<file path="src/rtl/scan_reg_pkg.sv">
package scan_reg_pkg;
    localparam int DATA_W   = 32;
    localparam int ADDR_W   = 7;
    localparam int NUM_REGS = 9;
    localparam int RAM_ADDR = 4;
    localparam int RO_COUNT = 4;

    typedef enum logic [1:0] {
        S_IDLE   = 2'd0,
        S_LOADED = 2'd1,
        S_SHIFT  = 2'd2
    } port_state_t;
endpackage

</file>
<file path="src/rtl/scan_shreg.sv">
module scan_shreg #(
    parameter int DATA_W = 32,
    parameter int ADDR_W = 7,
    localparam int LEN   = DATA_W + ADDR_W + 1
) (
    input  logic              clk,
    input  logic              rst_n,
    input  logic              capture_en,
    input  logic              shift_en,
    input  logic              tdi,
    input  logic [DATA_W-1:0] load_data,
    output logic [LEN-1:0]    word,
    output logic              tdo
);
    always_ff @(posedge clk or negedge rst_n) begin
        if (!rst_n) begin
            word <= '0;
        end else if (capture_en) begin
            word <= {{(ADDR_W + 1){1'b0}}, load_data};
        end else if (shift_en) begin
            word <= {tdi, word[LEN-1:1]};
        end
    end

    assign tdo = word[0];

    // the command fields are clear right after a capture
    a_r7_capture_clears_cmd: assert property (@(posedge clk) disable iff (!rst_n)
        capture_en |=> (word[LEN-1:DATA_W] == '0));
endmodule

</file>
<file path="src/rtl/reg_decode.sv">
module reg_decode #(
    parameter int ADDR_W   = 7,
    parameter int NUM_REGS = 9,
    parameter int RAM_ADDR = 4,
    parameter int RO_COUNT = 4
) (
    input  logic                clk,
    input  logic                rst_n,
    input  logic                req,
    input  logic                we,
    input  logic [ADDR_W-1:0]   addr,
    output logic [NUM_REGS-1:0] sel,
    output logic                mapped,
    output logic                pop
);
    genvar g;
    generate
        for (g = 0; g < NUM_REGS; g++) begin : g_sel
            localparam bit READ_ONLY = (g < RO_COUNT);
            assign sel[g] = req && (addr == ADDR_W'(g)) && !(we && READ_ONLY);
        end
    endgenerate

    assign mapped = (addr < ADDR_W'(NUM_REGS));
    assign pop    = req && !we && (addr == ADDR_W'(RAM_ADDR));

    a_r3_sel_onehot: assert property (@(posedge clk) disable iff (!rst_n)
        $onehot0(sel));
    a_r3_sel_needs_req: assert property (@(posedge clk) disable iff (!rst_n)
        !req |-> (sel == '0));
    a_r4_unmapped_no_sel: assert property (@(posedge clk) disable iff (!rst_n)
        (req && (addr >= ADDR_W'(NUM_REGS))) |-> (sel == '0));
    a_r6_pop_is_ram_read: assert property (@(posedge clk) disable iff (!rst_n)
        pop |-> (sel[RAM_ADDR] && !we));
endmodule

</file>
<file path="src/rtl/scan_reg_port.sv">
module scan_reg_port
    import scan_reg_pkg::*;
#(
    parameter int P_DATA_W   = scan_reg_pkg::DATA_W,
    parameter int P_ADDR_W   = scan_reg_pkg::ADDR_W,
    parameter int P_NUM_REGS = scan_reg_pkg::NUM_REGS,
    parameter int P_RAM_ADDR = scan_reg_pkg::RAM_ADDR,
    parameter int P_RO_COUNT = scan_reg_pkg::RO_COUNT
) (
    input  logic                  clk,
    input  logic                  rst_n,
    input  logic                  capture_en,
    input  logic                  shift_en,
    input  logic                  update_en,
    input  logic                  tdi,
    output logic                  tdo,
    output logic                  bus_req,
    output logic                  bus_we,
    output logic [P_ADDR_W-1:0]   bus_addr,
    output logic [P_DATA_W-1:0]   bus_wdata,
    output logic [P_NUM_REGS-1:0] bus_sel,
    input  logic [P_DATA_W-1:0]   bus_rdata,
    output logic                  ram_pop
);
    localparam int LEN    = P_DATA_W + P_ADDR_W + 1;
    localparam int FLAG_B = LEN - 1;

    port_state_t        st, st_nx;
    logic [LEN-1:0]     word;
    logic [P_DATA_W-1:0] pending;
    logic               take_update;
    logic               mapped;

    scan_shreg #(.DATA_W(P_DATA_W), .ADDR_W(P_ADDR_W)) u_shreg (
        .clk        (clk),
        .rst_n      (rst_n),
        .capture_en (capture_en),
        .shift_en   (shift_en),
        .tdi        (tdi),
        .load_data  (pending),
        .word       (word),
        .tdo        (tdo)
    );

    reg_decode #(
        .ADDR_W   (P_ADDR_W),
        .NUM_REGS (P_NUM_REGS),
        .RAM_ADDR (P_RAM_ADDR),
        .RO_COUNT (P_RO_COUNT)
    ) u_decode (
        .clk    (clk),
        .rst_n  (rst_n),
        .req    (bus_req),
        .we     (bus_we),
        .addr   (bus_addr),
        .sel    (bus_sel),
        .mapped (mapped),
        .pop    (ram_pop)
    );

    // next state: capture wins, update closes a scan, shift marks data movement
    always_comb begin
        st_nx = st;
        if (capture_en) begin
            st_nx = S_LOADED;
        end else begin
            unique case (st)
                S_IDLE:            st_nx = S_IDLE;
                S_LOADED, S_SHIFT: begin
                    if (update_en)     st_nx = S_IDLE;
                    else if (shift_en) st_nx = S_SHIFT;
                end
                default:           st_nx = S_IDLE;
            endcase
        end
    end

    assign take_update = update_en && !capture_en && (st != S_IDLE);

    always_ff @(posedge clk or negedge rst_n) begin
        if (!rst_n) st <= S_IDLE;
        else        st <= st_nx;
    end

    // bus request and pending read result
    always_ff @(posedge clk or negedge rst_n) begin
        if (!rst_n) begin
            bus_req   <= 1'b0;
            bus_we    <= 1'b0;
            bus_addr  <= '0;
            bus_wdata <= '0;
            pending   <= '0;
        end else begin
            bus_req <= take_update;
            if (take_update) begin
                bus_we    <= word[FLAG_B];
                bus_addr  <= word[FLAG_B-1:P_DATA_W];
                bus_wdata <= word[P_DATA_W-1:0];
            end
            if (bus_req && !bus_we) begin
                pending <= mapped ? bus_rdata : '0;
            end
        end
    end

    a_r10_req_single: assert property (@(posedge clk) disable iff (!rst_n)
        bus_req |=> !bus_req);
    a_r8_idle_update_ignored: assert property (@(posedge clk) disable iff (!rst_n)
        (update_en && !capture_en && st == S_IDLE) |=> !bus_req);
    a_r5_write_keeps_pending: assert property (@(posedge clk) disable iff (!rst_n)
        (bus_req && bus_we) |=> $stable(pending));
    a_r4_unmapped_reads_zero: assert property (@(posedge clk) disable iff (!rst_n)
        (bus_req && !bus_we && bus_addr >= P_ADDR_W'(P_NUM_REGS)) |=> (pending == '0));
endmodule

</file>
<file path="config.mk">
export PLATFORM = sky130hd
export DESIGN_NAME = scan_reg_port
export DESIGN_NICKNAME = d
export VERILOG_FILES = /design/src/rtl/scan_reg_pkg.sv /design/src/rtl/scan_shreg.sv /design/src/rtl/reg_decode.sv /design/src/rtl/scan_reg_port.sv
export SDC_FILE = /design/constraint.sdc
export NUM_CORES = 1
export LEC_CHECK = 0
export CAP_MARGIN = 20
export CORE_AREA = 2 2 108 110
export DETAILED_ROUTE_END_ITERATION = 8
export DIE_AREA = 0 0 110 112
export DONT_BUFFER_PORTS = 1
export GPL_TIMING_DRIVEN = 0
export MAX_ROUTING_LAYER = met4
export PLACE_DENSITY_LB_ADDON = 0.08
export SYNTH_ARGS = -nofsm -noshare
export SYNTH_HDL_FRONTEND = slang
export SYNTH_SLANG_ARGS = --single-unit
</file>
<file path="constraint.sdc">
create_clock -name clk -period 1.7 [get_ports clk]
set_input_delay 0.34 -clock clk [delete_from_list [all_inputs] [get_ports clk]]
set_output_delay 0.34 -clock clk [all_outputs]
set_load 0.05 [all_outputs]
</file>
== After elaboration in Yosys (flattened, before gate mapping) ==
Cells that the tools add are included.

* $lt $le $gt $ge: 1
* Eq/ne operators: 11
* Muxes and demuxes: 7
* Reduce and logical (&&, ||, !) cells: 23

{| class="wikitable"
|+ Operator list
! kind !! count
|-
| $mux 40 || 2
|-
| $mux 32 || 1
|-
| $eq 7x3->1 const B || 4
|-
| $logic_and 1x1->1 || 17
|-
| $eq 7x2->1 const B || 2
|-
| $mux 2 || 4
|-
| $eq 7x1->1 const B || 1
|-
| $eq 7x4->1 const B || 1
|-
| $logic_not 7->1 || 1
|-
| $lt 7x4->1 const B || 1
|-
| $ne 4x4->1 const B || 1
|-
| $reduce_bool 2->1 || 2
|-
| $eq 2x1->1 const B || 1
|-
| $eq 2x2->1 const B || 1
|-
| $logic_not 1->1 || 2
|-
| $reduce_or 2->1 || 1
|}

* Flip-flop bits (word level): 115
* Bits of input ports: 38
* Output and inout bits: 52
* Word-level logic and storage cells: 49

== Longest topological paths before layout ==
* Depth after elaboration: 4
* Depth in mapped cells: 5

== By module ==
From an unflattened synthesis, not the netlist that was laid out.

* Cells, all modules: 419
* Area total of the unflattened synthesis: 5049.8 um^2

{| class="wikitable"
|+ By module, submodules not included
! module !! instances !! cells an instance !! area each (um^2)
|-
| scan_reg_port || 1 || 232 || 3035.4
|-
| scan_shreg || 1 || 166 || 1854.3
|-
| reg_decode || 1 || 21 || 160.2
|}

== Worst setup path after synthesis ==
Ideal clock, no wire load.

* Path kind: reg-to-output
* Start point: register bus_addr[6]
* End point: output port bus_sel[0]
* Arrival time: 2416 ps
* Required time: 1360 ps
* Slack: -1056 ps
* Stages on the path, launching flop included: 4
* Buffers on the path: 1
* Cells stage by stage: dfrtp_1 -> or4b_4 -> buf_6 -> nor3_1

* Cells in the longest elaborated chain, start to end: 3

{| class="wikitable"
|+ RTL lines
! element !! line !! source
|-
| from (decl) || scan_reg_port.sv:19 || <nowiki>output logic [P_ADDR_W-1:0] bus_addr,</nowiki>
|-
| from (signal assigned) || scan_reg_port.sv:97 || <nowiki>bus_addr <= word[FLAG_B-1:P_DATA_W];</nowiki>
|-
| $logic_not 7->1 || reg_decode.sv:20 || <nowiki>assign sel[g] = req && (addr == ADDR_W'(g)) && !(we && READ_ONLY);</nowiki>
|-
| $logic_and 1x1->1 (2 in series) || reg_decode.sv:20 ||
|-
| to (decl) || scan_reg_port.sv:21 || <nowiki>output logic [P_NUM_REGS-1:0] bus_sel,</nowiki>
|}

No other way between the ends.

== Final worst setup path ==
* Start point: register bus_addr[4]
* End point: output port bus_sel[8]

* Cells in the longest elaborated chain, start to end: 2

{| class="wikitable"
|+ RTL lines
! element !! line
|-
| $eq 7x4->1 || reg_decode.sv:20
|-
| $logic_and 1x1->1 || reg_decode.sv:20
|}

No other way between the ends.

==> metrics.csv <==
metric,value,unit
status,"complete, but fails checks",
failing checks,"negative hold slack, negative setup slack",
CP Max Fanout,8,
Initial Util,44.19,%
CTS tree,yes,
first-pass GRT wire length,18020,µm
Hold Buf Count CTS,1,
final hold violations,115,
via count,3133,
pre-CTS setup slack,-595.0,ps
internal power,0.006471,W
DP Area,5246,µm²
core area,11170,µm²
Slew @ Worst Pin,738.7,ps
setup slack after layout,-965.6,ps
CP endpoint kind,primary output,
"Cell Area, Synth",4938,µm²
share of cells above drive strength 1,25.69,%
"Clk Latency, worst-skew pair",410,ps
synthesized area per cell,12.66,µm²
WL final,10870,µm
fin crit share,156.8,%
Final GP Congestion,0.6947,
"Async S/R FF share, synth",100.0,%
Yosys warnings,0,
Fin Hold WS,-373.5,ps
Die ar.,12320,µm²
GRT Total Usage,19.98,%
Final ANT Viol Nets,0,
final instance area,5992,µm²
residual DRC count,0,
DRT iter0 DRCs,143,
Slew HR,50.54,%
P&R area growth vs syn,21.33,%
Switch Pwr,0.003055,W
"area leader, netlist",dfrtp_1,
# diodes,0,
peak supply drop,711.2,µV
Critical Path RT,1360,ps
placed cells,533,
"FF+latch count, synth",115,
worst hold path class,in2async,
"Primary FF master, synth",dfrtp_1,
RSZ-0062 raised after global routing,yes,
Clk pwr share,39.0,%
fmax,375.1,MHz
Power Density,1590,nW/µm²
via density per instance,5.449,
number of global-route vias before repair,3397,
post-layout instance count excluding filler cells,575,
Layout Utilization,53.62,%
Final #Nets,458,
Root Driver,clkbuf_16,
clk_skew,8.723,ps
leakage,2.724,nW
WL per Instance,18.90,µm
top cell type's share of synthesized area,58.27,%
CTS Sinks,115,
Final min period,2666,ps
num rows,39,
H-tree depth,4,
grt ovf,0,
Die Wd,110,µm
"top cells by area, synth","dfrtp_1, mux2i_1, mux2_2",
initial antenna violation count,0,
largest net degree at the start of global routing,116,
worst path arrival time,2330,ps
max-slew violations,0,
Die Span Y,112,µm
sequential power share,50.5,%
I/O pin cnt,90,
post-DP HPWL,6980,µm
Max Cap Viol,0,
combinational share of power,10.5,%
Post-synth EDFFs,0,
synthesized instance count,390,
I/O Buffers,0,
startpoint types,register,
CTS buffer count,17,
Setup CP Type,reg2out,
drt pass-1 iters,4,
Clock transition at path regs,50,ps
sw frac,32.07,%
final setup vio count,40,
syn_nets,429,
clock buffer depth,2,
Unique masters post-synth,26,
"Seq/Total Area, Yosys",58.27,%
per-layer routing:
| layer | track usage (%) | part of all wire, % | wire length [µm] |
|---|---|---|---|
| met1 | 24.96 | 44 | 4827 |
| met2 | 30.84 | 50 | 5401 |
| met3 | 6.265 | 4.7 | 513 |
| met4 | 6.329 | 1.1 | 124 |
| met5 | - | 0 | 0 |
sequential cells by signal, summed over array words and instances (netlist names):
register / cells
u_shreg.word: 40
bus_wdata: 32
pending: 32
bus_addr: 7
st: 2
bus_req: 1
bus_we: 1
cell type report:
| class | count | area [µm²] |
|---|---|---|
| well taps | 143 | 178.9 |
| fillers | 982 | 5182 |
| multi-input cells | 241 | 2006 |
| flip-flops and latches | 115 | 2888 |
| plain buffers | 30 | 193.9 |
| inverters | 4 | 15.01 |
| clock inverters | 10 | 155.1 |
| clock buffers | 22 | 464.2 |
| repair buffers | 10 | 91.34 |
synthesized netlist by cell type (2+ instances only):
| library cell | count |
|---|---|
| a32o_1 | 32 |
| buf_2 | 11 |
| buf_6 | 5 |
| clkbuf_1 | 13 |
| dfrtp_1 | 115 |
| inv_1 | 4 |
| mux2_1 | 7 |
| mux2_2 | 33 |
| mux2i_1 | 40 |
| nand2_1 | 33 |
| nand2b_1 | 4 |
| nor2_1 | 9 |
| nor2b_1 | 32 |
| nor3_1 | 8 |
| nor4b_2 | 2 |
| o21ai_0 | 32 |
layout by cell type, fill, tap and decap left out, types with 2 or more instances in the layout:
cell	n
a32o_1	32
buf_12	2
buf_2	12
buf_4	6
buf_6	5
bufinv_16	4
clkbuf_1	15
clkbuf_16	18
clkbuf_8	2
clkinv_2	4
clkinvlp_4	2
dfrtp_1	109
dfrtp_2	5
inv_1	4
mux2_1	7
mux2_2	33
mux2i_1	40
nand2_1	33
nand2b_1	3
nor2_1	9
nor2b_1	32
nor3_4	8
o21ai_0	32
cells by family after synthesis:
kind of cell	synth area share, %
flip-flops	58.27
AND/OR/NAND/NOR	10.46
multiplexers	17.23
AO/OA/AOI/OAI	10.16
buffers and inverters	3.623
adder cells (fa/ha/maj)	0.2533
through the flow:
stage / TNS, ps / total power (W) / hold WS, ps
after floorplan: -3870 / 0.005547 / 44.41
after global placement: -7256 / 0.005800 / 47.54
after detailed placement: -8031 / 0.005846 / 47.45
after CTS: -12620 / 0.009627 / -387.1
after global routing: -15480 / 0.009981 / -394.0
final: -11390 / 0.009526 / -373.5
power groups by stage:
| stage | registers (W) | logic (W) | clock network (W) |
|---|---|---|---|
| after global routing | 0.00491 | 0.00114 | 0.00393 |
| after CTS | 0.00483 | 0.00102 | 0.00378 |
| after detailed placement | 0.00488 | 0.000966 | 0 |
| after floorplan | 0.00472 | 0.000828 | 0 |
| final | 0.00481 | 0.00100 | 0.00371 |
| after global placement | 0.00486 | 0.000938 | 0 |
critical path, cell delays in order, from the launching register on:
cell and delay, ps:
dfrtp_2 520, or4b_4 600, buf_12 160, nor4b_4 630
final timing paths:
check	startpoint	end	slack, ps	cells past startpoint
max in group asynchronous	rst_n	pending[19]$_DFFE_PN0N_	1910	0
hold reg to reg	pending[9]$_DFFE_PN0N_	u_shreg.word[9]$_DFFE_PN0P_	470	2
setup reg to reg	bus_addr[6]$_DFFE_PN0P_	pending[18]$_DFFE_PN0N_	-110	3
setup / recovery	bus_addr[4]$_DFFE_PN0P_	bus_sel[8]	-970	3
hold / removal	rst_n	u_shreg.word[8]$_DFFE_PN0P_	-370	0
min in group clk	update_en	st[0]$_DFFE_PN0P_	30	1
timing repair:
action / in CTS / in global routing
buffers inserted: 9 / 0
pin swaps: 7 / 1
hold endpoints to repair: 116 / 115
setup endpoints to repair: 42 / 40
gates resized for setup: 8 / 0
(Power assumes the default switching activity.)
